**src/rtl/exu_mml_pkg.sv**
```systemverilog
`timescale 1ns/1ps
package exu_mml_pkg;

  localparam int unsigned XLEN  = 32;
  localparam int unsigned OP_W  = 4;

  typedef enum logic [OP_W-1:0] {
    OP_NOP     = 4'd0,
    OP_MOV_R   = 4'd1,
    OP_MOV_I5  = 4'd2,
    OP_ADDR    = 4'd3,
    OP_HIADD   = 4'd4,
    OP_MUL_R   = 4'd5,
    OP_MUL_I5  = 4'd6,
    OP_MUL_I16 = 4'd7,
    OP_NOT     = 4'd8,
    OP_OR      = 4'd9
  } exu_op_e;

  typedef struct packed {
    logic ov;
    logic s;
    logic z;
  } exu_flags_t;

  typedef enum logic [1:0] {
    RES_ADD,
    RES_MUL,
    RES_LOGIC,
    RES_MOVE
  } exu_res_sel_e;

  typedef struct packed {
    logic         rd_we;
    logic         flag_we;
    exu_res_sel_e res_sel;
  } exu_ctrl_t;

  function automatic exu_ctrl_t decode_op(input logic [OP_W-1:0] op);
    exu_ctrl_t c;
    c = '{rd_we: 1'b0, flag_we: 1'b0, res_sel: RES_MOVE};
    unique case (op)
      OP_MOV_R, OP_MOV_I5:            c = '{rd_we: 1'b1, flag_we: 1'b0, res_sel: RES_MOVE};
      OP_ADDR, OP_HIADD:              c = '{rd_we: 1'b1, flag_we: 1'b0, res_sel: RES_ADD};
      OP_MUL_R, OP_MUL_I5, OP_MUL_I16: c = '{rd_we: 1'b1, flag_we: 1'b0, res_sel: RES_MUL};
      OP_NOT, OP_OR:                  c = '{rd_we: 1'b1, flag_we: 1'b1, res_sel: RES_LOGIC};
      default:                        c = '{rd_we: 1'b0, flag_we: 1'b0, res_sel: RES_MOVE};
    endcase
    return c;
  endfunction

endpackage

```
**src/rtl/exu_sext.sv**
```systemverilog
`timescale 1ns/1ps
module exu_sext #(
  parameter int unsigned IN_W  = 5,
  parameter int unsigned OUT_W = 32
) (
  input  logic [IN_W-1:0]  val_i,
  output logic [OUT_W-1:0] val_o
);

  localparam int unsigned PAD_W = (OUT_W > IN_W) ? OUT_W - IN_W : 1;

  generate
    if (OUT_W > IN_W) begin : g_extend
      assign val_o = {{PAD_W{val_i[IN_W-1]}}, val_i};
    end else begin : g_pass
      assign val_o = val_i[OUT_W-1:0];
    end
  endgenerate

endmodule

```
**src/rtl/exu_addr_unit.sv**
```systemverilog
`timescale 1ns/1ps
module exu_addr_unit #(
  parameter int unsigned XLEN  = 32,
  parameter int unsigned IMM_W = 16
) (
  input  logic [XLEN-1:0]  base_i,
  input  logic [IMM_W-1:0] imm_i,
  input  logic             hi_sel_i,
  output logic [XLEN-1:0]  sum_o
);

  localparam int unsigned LO_W = XLEN - IMM_W;

  logic [XLEN-1:0] imm_sext;
  logic [XLEN-1:0] imm_high;
  logic [XLEN-1:0] addend;

  exu_sext #(.IN_W(IMM_W), .OUT_W(XLEN)) u_sext (
    .val_i (imm_i),
    .val_o (imm_sext)
  );

  assign imm_high = {imm_i, {LO_W{1'b0}}};
  assign addend   = hi_sel_i ? imm_high : imm_sext;
  assign sum_o    = base_i + addend;

endmodule

```
**src/rtl/exu_hmul.sv**
```systemverilog
`timescale 1ns/1ps
module exu_hmul #(
  parameter int unsigned HALF = 16
) (
  input  logic [HALF-1:0]   a_i,
  input  logic [HALF-1:0]   b_i,
  output logic [2*HALF-1:0] prod_o
);

  localparam int unsigned PW = 2 * HALF;

  logic signed [PW-1:0] a_ext;
  logic signed [PW-1:0] b_ext;

  // widen first so the low PW bits carry the full signed product
  assign a_ext  = $signed({{HALF{a_i[HALF-1]}}, a_i});
  assign b_ext  = $signed({{HALF{b_i[HALF-1]}}, b_i});
  assign prod_o = a_ext * b_ext;

endmodule

```
**src/rtl/exu_logic_unit.sv**
```systemverilog
`timescale 1ns/1ps
module exu_logic_unit
  import exu_mml_pkg::*;
#(
  parameter int unsigned XLEN = 32
) (
  input  logic [XLEN-1:0] a_i,
  input  logic [XLEN-1:0] b_i,
  input  logic            inv_sel_i,
  output logic [XLEN-1:0] res_o,
  output exu_flags_t      flags_o
);

  always_comb begin
    res_o      = inv_sel_i ? ~a_i : (a_i | b_i);
    flags_o.ov = 1'b0;
    flags_o.s  = res_o[XLEN-1];
    flags_o.z  = ~|res_o;
  end

endmodule

```
**src/rtl/exu_mov_mul_logic.sv**
```systemverilog
`timescale 1ns/1ps
module exu_mov_mul_logic
  import exu_mml_pkg::*;
#(
  parameter int unsigned XW     = 32,
  parameter int unsigned IMM_SW = 5,
  parameter int unsigned IMM_LW = 16
) (
  input  logic              clk_i,
  input  logic              rst_ni,
  input  logic              valid_i,
  input  logic [3:0]        op_i,
  input  logic [XW-1:0]     src1_i,
  input  logic [XW-1:0]     src2_i,
  input  logic [IMM_SW-1:0] imm5_i,
  input  logic [IMM_LW-1:0] imm16_i,
  output logic [XW-1:0]     result_o,
  output logic              rd_we_o,
  output logic              valid_o,
  output logic              flag_we_o,
  output logic              flag_ov_o,
  output logic              flag_s_o,
  output logic              flag_z_o
);

  localparam int unsigned HALF = XW / 2;

  exu_op_e    op;
  exu_ctrl_t  ctrl;

  logic [XW-1:0]   imm5_word;
  logic [HALF-1:0] imm5_half;
  logic [XW-1:0]   add_res;
  logic [HALF-1:0] mul_a;
  logic [HALF-1:0] mul_b;
  logic [XW-1:0]   mul_res;
  logic [XW-1:0]   log_res;
  exu_flags_t      log_flags;
  logic [XW-1:0]   mov_res;
  logic [XW-1:0]   res_d;

  logic [XW-1:0]   result_q;
  logic            rd_we_q;
  logic            valid_q;
  logic            flag_we_q;
  exu_flags_t      flags_q;

  assign op   = exu_op_e'(op_i);
  assign ctrl = decode_op(op_i);

  exu_sext #(.IN_W(IMM_SW), .OUT_W(XW)) u_sext_word (
    .val_i (imm5_i),
    .val_o (imm5_word)
  );

  exu_sext #(.IN_W(IMM_SW), .OUT_W(HALF)) u_sext_half (
    .val_i (imm5_i),
    .val_o (imm5_half)
  );

  exu_addr_unit #(.XLEN(XW), .IMM_W(IMM_LW)) u_addr (
    .base_i   (src1_i),
    .imm_i    (imm16_i),
    .hi_sel_i (op == OP_HIADD),
    .sum_o    (add_res)
  );

  // multiplicand/multiplier selection per multiply form
  always_comb begin
    unique case (op)
      OP_MUL_I5: begin
        mul_a = src2_i[HALF-1:0];
        mul_b = imm5_half;
      end
      OP_MUL_I16: begin
        mul_a = src1_i[HALF-1:0];
        mul_b = imm16_i[HALF-1:0];
      end
      default: begin
        mul_a = src2_i[HALF-1:0];
        mul_b = src1_i[HALF-1:0];
      end
    endcase
  end

  exu_hmul #(.HALF(HALF)) u_mul (
    .a_i    (mul_a),
    .b_i    (mul_b),
    .prod_o (mul_res)
  );

  exu_logic_unit #(.XLEN(XW)) u_logic (
    .a_i       (src1_i),
    .b_i       (src2_i),
    .inv_sel_i (op == OP_NOT),
    .res_o     (log_res),
    .flags_o   (log_flags)
  );

  assign mov_res = (op == OP_MOV_I5) ? imm5_word : src1_i;

  always_comb begin
    unique case (ctrl.res_sel)
      RES_ADD:   res_d = add_res;
      RES_MUL:   res_d = mul_res;
      RES_LOGIC: res_d = log_res;
      default:   res_d = mov_res;
    endcase
  end

  always_ff @(posedge clk_i or negedge rst_ni) begin
    if (!rst_ni) begin
      valid_q   <= 1'b0;
      rd_we_q   <= 1'b0;
      flag_we_q <= 1'b0;
    end else begin
      valid_q   <= valid_i;
      rd_we_q   <= valid_i & ctrl.rd_we;
      flag_we_q <= valid_i & ctrl.flag_we;
    end
  end

  always_ff @(posedge clk_i or negedge rst_ni) begin
    if (!rst_ni) begin
      result_q <= '0;
    end else if (valid_i && ctrl.rd_we) begin
      result_q <= res_d;
    end
  end

  always_ff @(posedge clk_i or negedge rst_ni) begin
    if (!rst_ni) begin
      flags_q <= '0;
    end else if (valid_i && ctrl.flag_we) begin
      flags_q <= log_flags;
    end
  end

  assign result_o  = result_q;
  assign rd_we_o   = rd_we_q;
  assign valid_o   = valid_q;
  assign flag_we_o = flag_we_q;
  assign flag_ov_o = flags_q.ov;
  assign flag_s_o  = flags_q.s;
  assign flag_z_o  = flags_q.z;

endmodule

```
**config.mk**
```make
export PLATFORM = sky130hd
export DESIGN_NAME = exu_mov_mul_logic
export DESIGN_NICKNAME = d
export VERILOG_FILES = /design/src/rtl/exu_mml_pkg.sv /design/src/rtl/exu_sext.sv /design/src/rtl/exu_addr_unit.sv /design/src/rtl/exu_hmul.sv /design/src/rtl/exu_logic_unit.sv /design/src/rtl/exu_mov_mul_logic.sv
export SDC_FILE = /design/constraint.sdc
export NUM_CORES = 1
export LEC_CHECK = 0
export ABC_AREA = 0
export BUFFER_PORTS_ARGS = -buffer_cell sky130_fd_sc_hd__buf_4
export CAP_MARGIN = 40
export CORE_MARGIN = 3
export CORE_UTILIZATION = 60
export CTS_CLUSTER_DIAMETER = 100
export DETAILED_ROUTE_END_ITERATION = 7
export PLACE_DENSITY = 0.87
export SKIP_CTS_REPAIR_TIMING = 1
export SYNTH_ARGS = -nofsm -noshare
export SYNTH_HDL_FRONTEND = slang
export SYNTH_SLANG_ARGS = --single-unit
```
**constraint.sdc**
```tcl
create_clock -name clk_i -period 1.2 [get_ports clk_i]
set_input_delay 0.18 -clock clk_i [delete_from_list [all_inputs] [get_ports clk_i]]
set_output_delay 0.18 -clock clk_i [all_outputs]
set_load 0.01 [all_outputs]
```
==> results.yml, run 1 <==
global_routing:
  overflow: 134
  grt_max_degree: 38
  grtUsageTotal_pct: 78.4
logic_synthesis:
  synth_edf_count: 0
  synthArstFlopShare_pct: 100
  synthDistinctLibCells: 75
  synth.yosys.seq_area_share_pct: 6.15
  syn_area_mm2: 0.0150
  syn_avg_cell_area_um2: 8.02
  synth_nets: 2345
  synth-seq-cells: 37
  synthCells: 1877
  ys_warn_count: 0
  ys.flop_type: "dfrtp_1"
place:
  gp_congestion: 1.18
  place_hpwl_um: 53700
  placed_cell_area_mm2: 0.0197
  portBuffers: 128
clock_network:
  clockBufferDepth: 2
  root_buffer: "clkbuf_16"
  cts_sinks: 37
  htreeDepth: 2
  cts_buffers: 5
die:
  ios: 130
  chipWidth_um: 164
  fp-row-count: 57
  die_y_um: 164
  start_util_pct: 61.5
run_status:
  outcome: "did not finish"
  haltStage: "global routing (5_1_grt)"
  error: "[ERROR GRT-0232] Routing congestion too high. Check the congestion heatmap in the GUI."
synthesized netlist by cell type, drive strengths merged (4+ instances only):
cell	instances	share of area [%]
o21bai	6	0.30
mux2i	28	1.9
a211oi	7	0.35
a31oi	22	0.91
o211ai	8	0.40
and2	11	0.46
xor2	20	1.2
clkbuf	59	1.9
and3	10	0.46
dfrtp	37	6.2
mux2	16	1.2
a221oi	14	0.81
a21oi	125	4.2
nor2	204	5.1
a21o	16	0.82
buf	11	0.34
nand2	241	6.0
o21ai	123	4.1
nand4	18	0.75
nand2b	12	0.50
ha	113	9.4
inv	308	7.7
or2	9	0.37
a22o	4	0.23
fa	263	35
xnor2	28	1.6
o21a	19	0.95
nor2b	22	0.91
nor4	24	1.0
o31ai	11	0.55
nand3	15	0.50
nor3	14	0.47
or3	11	0.46
layer usage:
layer	GRT overflow	GRT usage, %
met1	6	74.5
met2	72	91.7
met3	6	69.4
met4	50	80.6
met5	0	45.8
logic make-up after synthesis:
kind of cell,share of synthesized area [%]
simple gates,17.7
fa+ha+maj,44.4
flops,6.15
xor+xnor,2.79
buf+inv,9.89
mux,3.06
other cells,0.0249
compound gates,16.0
stage by stage:
stage | std cells | hold WS (ns) | worst slack, ns
floorplan | 1877 | -0.116 | -5.19
global placement | 2686 | 0.193 | -5.43
CTS | 2694 | -0.118 | -5.43
detailed placement | 2686 | 0.196 | -5.73
==> run 2, diff against run 1 <==
--- a/config.mk
+++ b/config.mk
@@ -9,10 +9,9 @@
 export BUFFER_PORTS_ARGS = -buffer_cell sky130_fd_sc_hd__buf_4
 export CAP_MARGIN = 40
 export CORE_MARGIN = 3
-export CORE_UTILIZATION = 60
-export CTS_CLUSTER_DIAMETER = 100
+export CORE_UTILIZATION = 40
 export DETAILED_ROUTE_END_ITERATION = 7
-export PLACE_DENSITY = 0.87
+export PLACE_DENSITY_LB_ADDON = 0.15
 export SKIP_CTS_REPAIR_TIMING = 1
 export SYNTH_ARGS = -nofsm -noshare
 export SYNTH_HDL_FRONTEND = slang
==> run 2 against run 1 <==
Compared with the run above: the flow now finishes, with violations (setup timing); area after synthesis is the same; synthesized cell count is the same.
==> results.yml, run 2 <==
run_status:
  outcome: "complete, but fails checks"
  violations: "setup timing"
clock_network:
  clockBufferDepth: 2
  cts_sinks: 37
  root_buffer: "clkbuf_16"
  tritoncts: "built"
  clk_pin_slew_ns: 0.07
  htreeDepth: 2
  clk-insertion-delay-late_ns: 0.31
  cts_buffers: 5
die:
  start_util_pct: 40.8
  die_y_um: 200
  ios: 130
  fp-row-count: 70
  core-area_mm2: 0.0369
  die_area_mm2: 0.0400
  chipWidth_um: 200
logic_synthesis:
  syn_avg_cell_area_um2: 8.02
  yosysTopAreaCellShare_pct: 35.0
  synthCells: 1877
  ys.flop_type: "dfrtp_1"
  synthDistinctLibCells: 75
  synth.most_common_cell: "inv_1"
  ys_warn_count: 0
  synthArstFlopShare_pct: 100
  synth_nets: 2345
  synth.yosys.seq_area_share_pct: 6.15
  synth_edf_count: 0
  yosysTopAreaCell: "fa_1"
  synth_common_cells: "inv_1 (308), fa_1 (263), nand2_1 (241)"
  syn_area_mm2: 0.0150
  yosys-top-cells-area: "fa_1 (35%), ha_1 (9.4%), inv_1 (7.7%)"
  synth-seq-cells: 37
global_routing:
  grtUsageTotal_pct: 31.0
  grt_pass1_vias: 16100
  antenna_found_initial: 0
  grt_max_degree: 38
  overflow: 0
  grt_pass1_wl_um: 93000
drt:
  first_iter_violations: 1089
  wl_met1_um: 25600
  routedWlPerCell_um: 21.4
  wirelength_um: 63100
  wl_met2_um: 31100
  drc: 0
  routed-via-count: 15900
  wl_met3_um: 3750
  via_per_inst: 5.38
  firstDrtPassIters: 7
  ant_nets: 0
  dr.max_layer_used: "met4"
finish:
  nets: 2911
  syn2layout_area_growth_pct: 45.9
  largest_reg_flops: 32
  final_common_cell: "buf_4"
  regArea_um2: 926
  num-fill-cells: 3381
  multi_input_area_mm2: 0.0139
  antenna_cells: 0
  drive_gt1_share_pct: 35.6
  fin_cells: 2948
  final_cell_mix: "buf_4 (572), inv_1 (287), fa_1 (249), nand2_1 (234), nor2_1 (183)"
place:
  place_hpwl_um: 53900
  placed_cells: 2908
  gp_congestion: 1.03
  portBuffers: 128
  dp_slack_ns: -5.64
job:
  max_cap_violations: 0
timing:
  finalHoldViolations: 0
  tightest_slew_ns: 0.783
  slew_violations: 0
  timing.clock.skew_ns: 0
  fmax_ghz: 0.156
  setup_viol: 33
  max-slew-margin-rel_pct: 47.1
  setup_slack_ns: -5.23
  min_period_ns: 6.43
  rsz0062_at_grt: "yes"
  min_period_over_period_pct: 536
min_path:
  hp-start: "valid_i"
  hold_path.class: "in -> reg"
worst_setup_path:
  crit_family: "adder cells"
  cp_data_arrival_time_ns: 6.61
  max_stage_delay_ns: 0.57
  crit_top_cell: "fa_1"
  critPathLaunch: "op_i[3]"
  cp_num_buf_inv: 7
  regToRegStartpoint: "result_o[16]"
  cp_slowest_cell: "fa_2"
  critPathLaunchType: "input port"
  critPathMaxFanout: 5
  worstSetupPathType: "in -> reg"
  setup.worst_path.end_class: "flip-flop"
  required_ns: 1.38
## run 2: cell counts after synthesis
Identical to the previous run, type by type.
## run 2: logic make-up after synthesis
logic type	Yosys count	share of synthesized area, %
compound gates	390	16.0
xor+xnor	48	2.79
fa+ha+maj	376	44.4
buf+inv	378	9.89
flops	37	6.15
mux	44	3.06
other cells	1	0.0249
simple gates	603	17.7
## run 2: through the flow
step | instance area [µm²] | hold slack, ns | setup TNS, ns | utilization [%]
2_1_floorplan | 15400 | -0.116 | -133.86 | -
3_3_place_gp | 20300 | 0.215 | -152.72 | 55.1
3_5_place_dp | 20300 | 0.226 | -153.54 | 55.1
4_1_cts | 20500 | -0.0961 | -142.82 | 55.6
5_1_grt | 22000 | 0.0175 | -144.02 | 59.6
6_report | 22000 | 0.0252 | -139.19 | 59.6
## run 2: final timing paths
check | end | slack, ns | depth (start not counted)
max | result_o[25] | -5.23 | 26
min | valid_o | 0.03 | 1
max reg2reg | result_o[16] | -0.08 | 3
min reg2reg | result_o[5] | 0.48 | 2
max in group asynchronous | result_o[1] | 0.37 | 2
min in group asynchronous | flag_s_o | 0.41 | 2
## run 2: layout make-up
class	instances	share of cell area, %
Clock buffer	6	0.587
Multi-Input combinational cell	1462	63.2
Sequential cell	37	4.22
Clock inverter	2	0.177
Inverter	308	5.28
Tap cell	504	2.87
Timing Repair Buffer	629	23.7
## run 2: routing by layer
metal	up-vias	GRT usage, %
li1	7271	-
met1	7868	41.0
met2	594	53.5
met3	127	3.21
met4	0	10.2
met5	-	0
Power of run 2 is left out: the tool's default activity adds up to more than one toggle a clock period on the data nets, which glitch-free logic cannot reach.
==> run 3, diff against run 2 <==
--- a/config.mk
+++ b/config.mk
@@ -12,6 +12,7 @@
 export CORE_UTILIZATION = 40
 export DETAILED_ROUTE_END_ITERATION = 7
 export PLACE_DENSITY_LB_ADDON = 0.15
+export RECOVER_POWER = 50
 export SKIP_CTS_REPAIR_TIMING = 1
 export SYNTH_ARGS = -nofsm -noshare
 export SYNTH_HDL_FRONTEND = slang
==> run 3 against run 2 <==
Compared with the run above: the flow still finishes with violations (setup timing); utilization hardly changed; worst hold slack better by 0.061 ns; non-clock buffer count is the same; global-route usage is the same; sequential share of layout area is essentially flat; die area did not move; setup slack better by 0.0053 ns; cell count is the same; routed wire length about the same; clock-buffer cell count stayed put; critical endpoint unchanged; highest routed layer unchanged.
==> results.yml, run 3 (synthesized netlist as in run 2, its figures left out) <==
worst_setup_path:
  worstSetupPathType: "in -> reg"
  required_ns: 1.38
  critPathMaxFanout: 5
  rr_worst_depth: 3
  cp_data_arrival_time_ns: 6.61
  setup.worst_path.end_class: "flip-flop"
  critPathLaunchType: "input port"
run_status:
  outcome: "complete, but fails checks"
  violations: "setup timing"
clock_network:
  clockBufferDepth: 2
  root_buffer: "clkbuf_16"
  cts_sinks: 37
  tritoncts: "built"
  htreeDepth: 2
  cts_buffers: 5
  clk_pin_slew_ns: 0.07
  clk-insertion-delay-late_ns: 0.31
min_path:
  hold_path.class: "in -> reg"
  worstHoldPathCells: 1
global_routing:
  grt_max_degree: 38
  antenna_found_initial: 0
  grtUsageTotal_pct: 31.0
  grt_use_met3_pct: 3.21
  grt_util_met1_pct: 41.0
  grt_pass1_wl_um: 93000
  grtUsageMet2_pct: 53.5
  overflow: 0
  busiest_layer: "met2"
  grt_pass1_vias: 16100
place:
  placed_cell_area_mm2: 0.0203
  portBuffers: 128
  place_hpwl_um: 53900
  gp_congestion: 1.03
finish:
  nets: 2911
  largest_reg_flops: 32
  drive_gt1_share_pct: 35.5
  final_cell_area_mm2: 0.0220
  syn2layout_area_growth_pct: 45.9
  antenna_cells: 0
  final_cell_mix: "buf_4 (570), inv_1 (287), fa_1 (249), nand2_1 (234), nor2_1 (184)"
  final_common_cell: "buf_4"
drt:
  firstDrtPassIters: 8
  via_per_inst: 5.37
  wirelength_um: 63100
  routedWlPerCell_um: 21.4
  routed-via-count: 15800
  drc: 0
  ant_nets: 0
  first_iter_violations: 1125
timing:
  fin_setup_tns_ns: -139.46
  min_period_ns: 6.43
  setup_viol: 35
  max-slew-margin-rel_pct: 46.9
  setup_slack_ns: -5.23
  fmax_ghz: 0.156
  min_period_over_period_pct: 535
  finalHoldViolations: 0
  rsz0062_at_grt: "yes"
  timing.clock.skew_ns: 0
  slew_violations: 0
  tightest_slew_ns: 0.787
die:
  chipWidth_um: 200
  start_util_pct: 40.8
  fp-row-count: 70
  ios: 130
  die_y_um: 200
  die_area_mm2: 0.0400
  core-area_mm2: 0.0369
job:
  max_cap_violations: 0
==> run 3: routing by layer <==
metal / wire length, µm / vias to the layer above
li1: - / 7273
met1: 26100 / 7880
met2: 31000 / 549
met3: 3370 / 132
met4: 2740 / 0
met5: 0 / -
==> run 3: critical path: stages <==
cell and delay (ns):
buf_6 0.09, and2b_4 0.32, nand3_4 0.15, buf_12 0.18, mux2i_4 0.30, nor2_2 0.09
fa_1 0.56, inv_2 0.05, fa_2 0.57, fa_2 0.44, fa_1 0.49, inv_1 0.05
fa_1 0.47, inv_1 0.05, fa_1 0.49, inv_2 0.05, ha_4 0.21, and3_4 0.15
a221o_1 0.37, a21oi_2 0.24, buf_6 0.16, a21oi_4 0.06, or2_4 0.28, a211oi_4 0.27
mux2i_1 0.23, a31oi_1 0.10
==> run 3: through the flow <==
stage                     cells  hold WS [ns]  worst slack (ns)  utilization [%]
after floorplan            1877        -0.116             -5.19                -
after global placement     2908         0.215             -5.66             55.1
after detailed placement   2908         0.226             -5.64             55.1
after CTS                  2916       -0.0961             -5.34             55.6
after global routing       2948        0.0816             -5.41             59.5
final                      2948        0.0864             -5.23             59.5
==> run 3: worst paths after layout <==
| path | startpoint | end | slack (ns) |
|---|---|---|---|
| hold / removal | valid_i | valid_o | 0.09 |
| min in group asynchronous | rst_ni | flag_s_o | 0.45 |
| hold reg to reg | result_o[5] | result_o[5] | 0.48 |
| setup reg to reg | result_o[16] | result_o[16] | -0.08 |
| setup / recovery | op_i[3] | result_o[25] | -5.23 |
| max in group asynchronous | rst_ni | result_o[1] | 0.30 |
==> run 3: final cells by class <==
type                    instances  area, µm²
fillers                      3383      14900
multi-input cells            1462      13900
repair buffers                629       5210
inverters                     308       1160
flip-flops and latches         37        926
well taps                     504        631
clock buffers                   6        129
clock inverters                 2       38.8
Power of run 3 is left out for the same reason.
==> run 4, diff against run 3 <==
--- a/config.mk
+++ b/config.mk
@@ -10,10 +10,11 @@
 export CAP_MARGIN = 40
 export CORE_MARGIN = 3
 export CORE_UTILIZATION = 40
+export CTS_BUF_LIST = sky130_fd_sc_hd__clkbuf_4 sky130_fd_sc_hd__clkbuf_8
+export CTS_CLUSTER_DIAMETER = 30
 export DETAILED_ROUTE_END_ITERATION = 7
 export PLACE_DENSITY_LB_ADDON = 0.15
 export RECOVER_POWER = 50
-export SKIP_CTS_REPAIR_TIMING = 1
 export SYNTH_ARGS = -nofsm -noshare
 export SYNTH_HDL_FRONTEND = slang
 export SYNTH_SLANG_ARGS = --single-unit
==> run 4 against run 3 <==
Compared with the run above: the flow still finishes with violations (setup timing); non-clock buffer count decreased by 9; clock skew unchanged; first-iteration DRC count increased by 7.0%; register-to-register slack got worse by 0.02 ns; routed wire length decreased by 0.92%.
==> results.yml, run 4 (synthesized netlist as in run 2, its figures left out) <==
worst_setup_path:
  cp_num_buf_inv: 5
  setup.worst_path.end_class: "flip-flop"
  timing.rr.end: "result_o[16]"
  rrSetupSlack_ns: -0.10
  regToRegStartpoint: "result_o[16]"
  critPathLaunch: "op_i[3]"
  critPathLaunchType: "input port"
  cp_data_arrival_time_ns: 6.48
  rr_worst_depth: 3
  crit_top_cell: "fa_1"
  worstSetupPathType: "in -> reg"
  cp_slowest_cell: "fa_1"
  cp_num_cells: 24
  crit_family: "adder cells"
  critPathMaxFanout: 9
  required_ns: 1.42
  max_stage_delay_ns: 0.58
  crit_chain: "buf_6 > and2b_4 > nand2_4 > clkbuf_16 > o21ai_4 > nand2_1 > fa_1 > fa_2 > fa_1 > inv_2 > fa_1 > fa_1 > inv_1 > fa_1 > inv_1 > ha_4 > a21o_2 > a221o_1 > a41o_4 > a21o_2 > a21oi_2 > mux2i_1 > a21oi_1 > or3_1"
  crit_path_end: "result_o[16]"
die:
  chipWidth_um: 200
  start_util_pct: 40.8
  fp-row-count: 70
  die_y_um: 200
  die_area_mm2: 0.0400
  ios: 130
  core-area_mm2: 0.0369
timing:
  min_period_ns: 6.26
  rsz0062_at_grt: "yes"
  max-slew-margin-rel_pct: 58.2
  timing.clock.skew_ns: 0
  setup_slack_ns: -5.06
  min_period_over_period_pct: 522
  finalHoldViolations: 0
  setup_viol: 33
  tightest_slew_ns: 0.627
  fmax_ghz: 0.160
  slew_violations: 0
global_routing:
  antenna_found_initial: 0
  grt_max_degree: 38
  grt_pass1_vias: 16500
  overflow: 0
  grtUsageTotal_pct: 31.5
  grt_pass1_wl_um: 94900
finish:
  drive_gt1_share_pct: 34.0
  num-fill-cells: 3405
  final_util_pct: 58.6
  nets: 2902
  largest_reg_flops: 32
  final_cell_mix: "buf_4 (562), inv_1 (294), fa_1 (254), nand2_1 (237), nor2_1 (185)"
  syn2layout_area_growth_pct: 43.7
  antenna_cells: 0
  final_common_cell: "buf_4"
place:
  gp_congestion: 1.03
  place_hpwl_um: 53900
  portBuffers: 128
drt:
  first_iter_violations: 1204
  drc: 0
  via_per_inst: 5.38
  ant_nets: 0
  routedWlPerCell_um: 21.3
  routed-via-count: 15800
  firstDrtPassIters: 5
  wirelength_um: 62500
clock_network:
  clockBufferDepth: 2
  cts_buffers: 5
  clk-insertion-delay-late_ns: 0.33
  cts_sinks: 37
  root_buffer: "clkbuf_8"
  htreeDepth: 2
  tritoncts: "built"
  clk_pin_slew_ns: 0.10
job:
  max_cap_violations: 0
run_status:
  outcome: "complete, but fails checks"
  violations: "setup timing"
min_path:
  hold_path.class: "in -> reg"
run 4: cell count changes in the layout (fill, tap and decap cells not counted), sizes merged:
cell,before,now
buf,622,615
dlygate4sd3,1,2
clkbuf,12,9
run 4: repair_timing:
item | 4_1_cts | 5_1_grt
setup buffers | 16 | 5
setup endpoints to repair | 36 | 37
endpoints found under the hold margin | 38 | 0
hold buffers | 2 | 0
resized for setup | 158 | 47
pin swaps | 51 | 28
cloned | 0 | 1
run 4: through the flow:
| stage | hold slack [ns] | worst slack, ns | instance area, µm² | setup TNS, ns | std cells |
|---|---|---|---|---|---|
| 2_1_floorplan | -0.116 | -5.19 | 15400 | -133.86 | 1877 |
| 3_3_place_gp | 0.215 | -5.66 | 20300 | -152.72 | 2908 |
| 3_5_place_dp | 0.226 | -5.64 | 20300 | -153.54 | 2908 |
| 4_1_cts | 0.240 | -5.06 | 21300 | -134.92 | 2933 |
| 5_1_grt | 0.289 | -5.30 | 21600 | -140.91 | 2939 |
| 6_report | 0.270 | -5.06 | 21600 | -134.99 | 2939 |
run 4: how the worst min path moves through the flow:
stage / from / slack [ns] / depth (start not counted) / to
2_1_floorplan: rst_ni / -0.12 / 0 / flag_s_o
3_3_place_gp: rst_ni / 0.22 / 1 / flag_s_o
3_5_place_dp: rst_ni / 0.23 / 1 / flag_s_o
4_1_cts: valid_i / 0.24 / 2 / flag_we_o
5_1_grt: imm5_i[2] / 0.29 / 5 / result_o[2]
6_report: imm5_i[2] / 0.27 / 5 / result_o[2]
run 4: tightest hold or removal path, cell delays in order:
cell	delay, ns
buf_4	0.13
nand2_1	0.05
nand2_1	0.04
nand2_1	0.06
a31oi_1	0.09
run 4: layout make-up:
class | instances | area, µm² | area share [%]
clock buffers | 6 | 76.3 | 0.353
multi-input cells | 1462 | 13700 | 63.5
clock inverters | 2 | 38.8 | 0.179
inverters | 308 | 1160 | 5.36
well taps | 504 | 631 | 2.92
flip-flops and latches | 37 | 926 | 4.28
repair buffers | 620 | 5060 | 23.4
run 4: layer usage:
metal / vias to the layer above / track usage (%) / routed length, µm
met5: - / 0 / 0
met4: 0 / 10.9 / 2560
met3: 120 / 2.84 / 3510
met2: 560 / 54.3 / 30800
met1: 7886 / 41.9 / 25700
li1: 7257 / - / -
Power of run 4 is left out for the same reason.
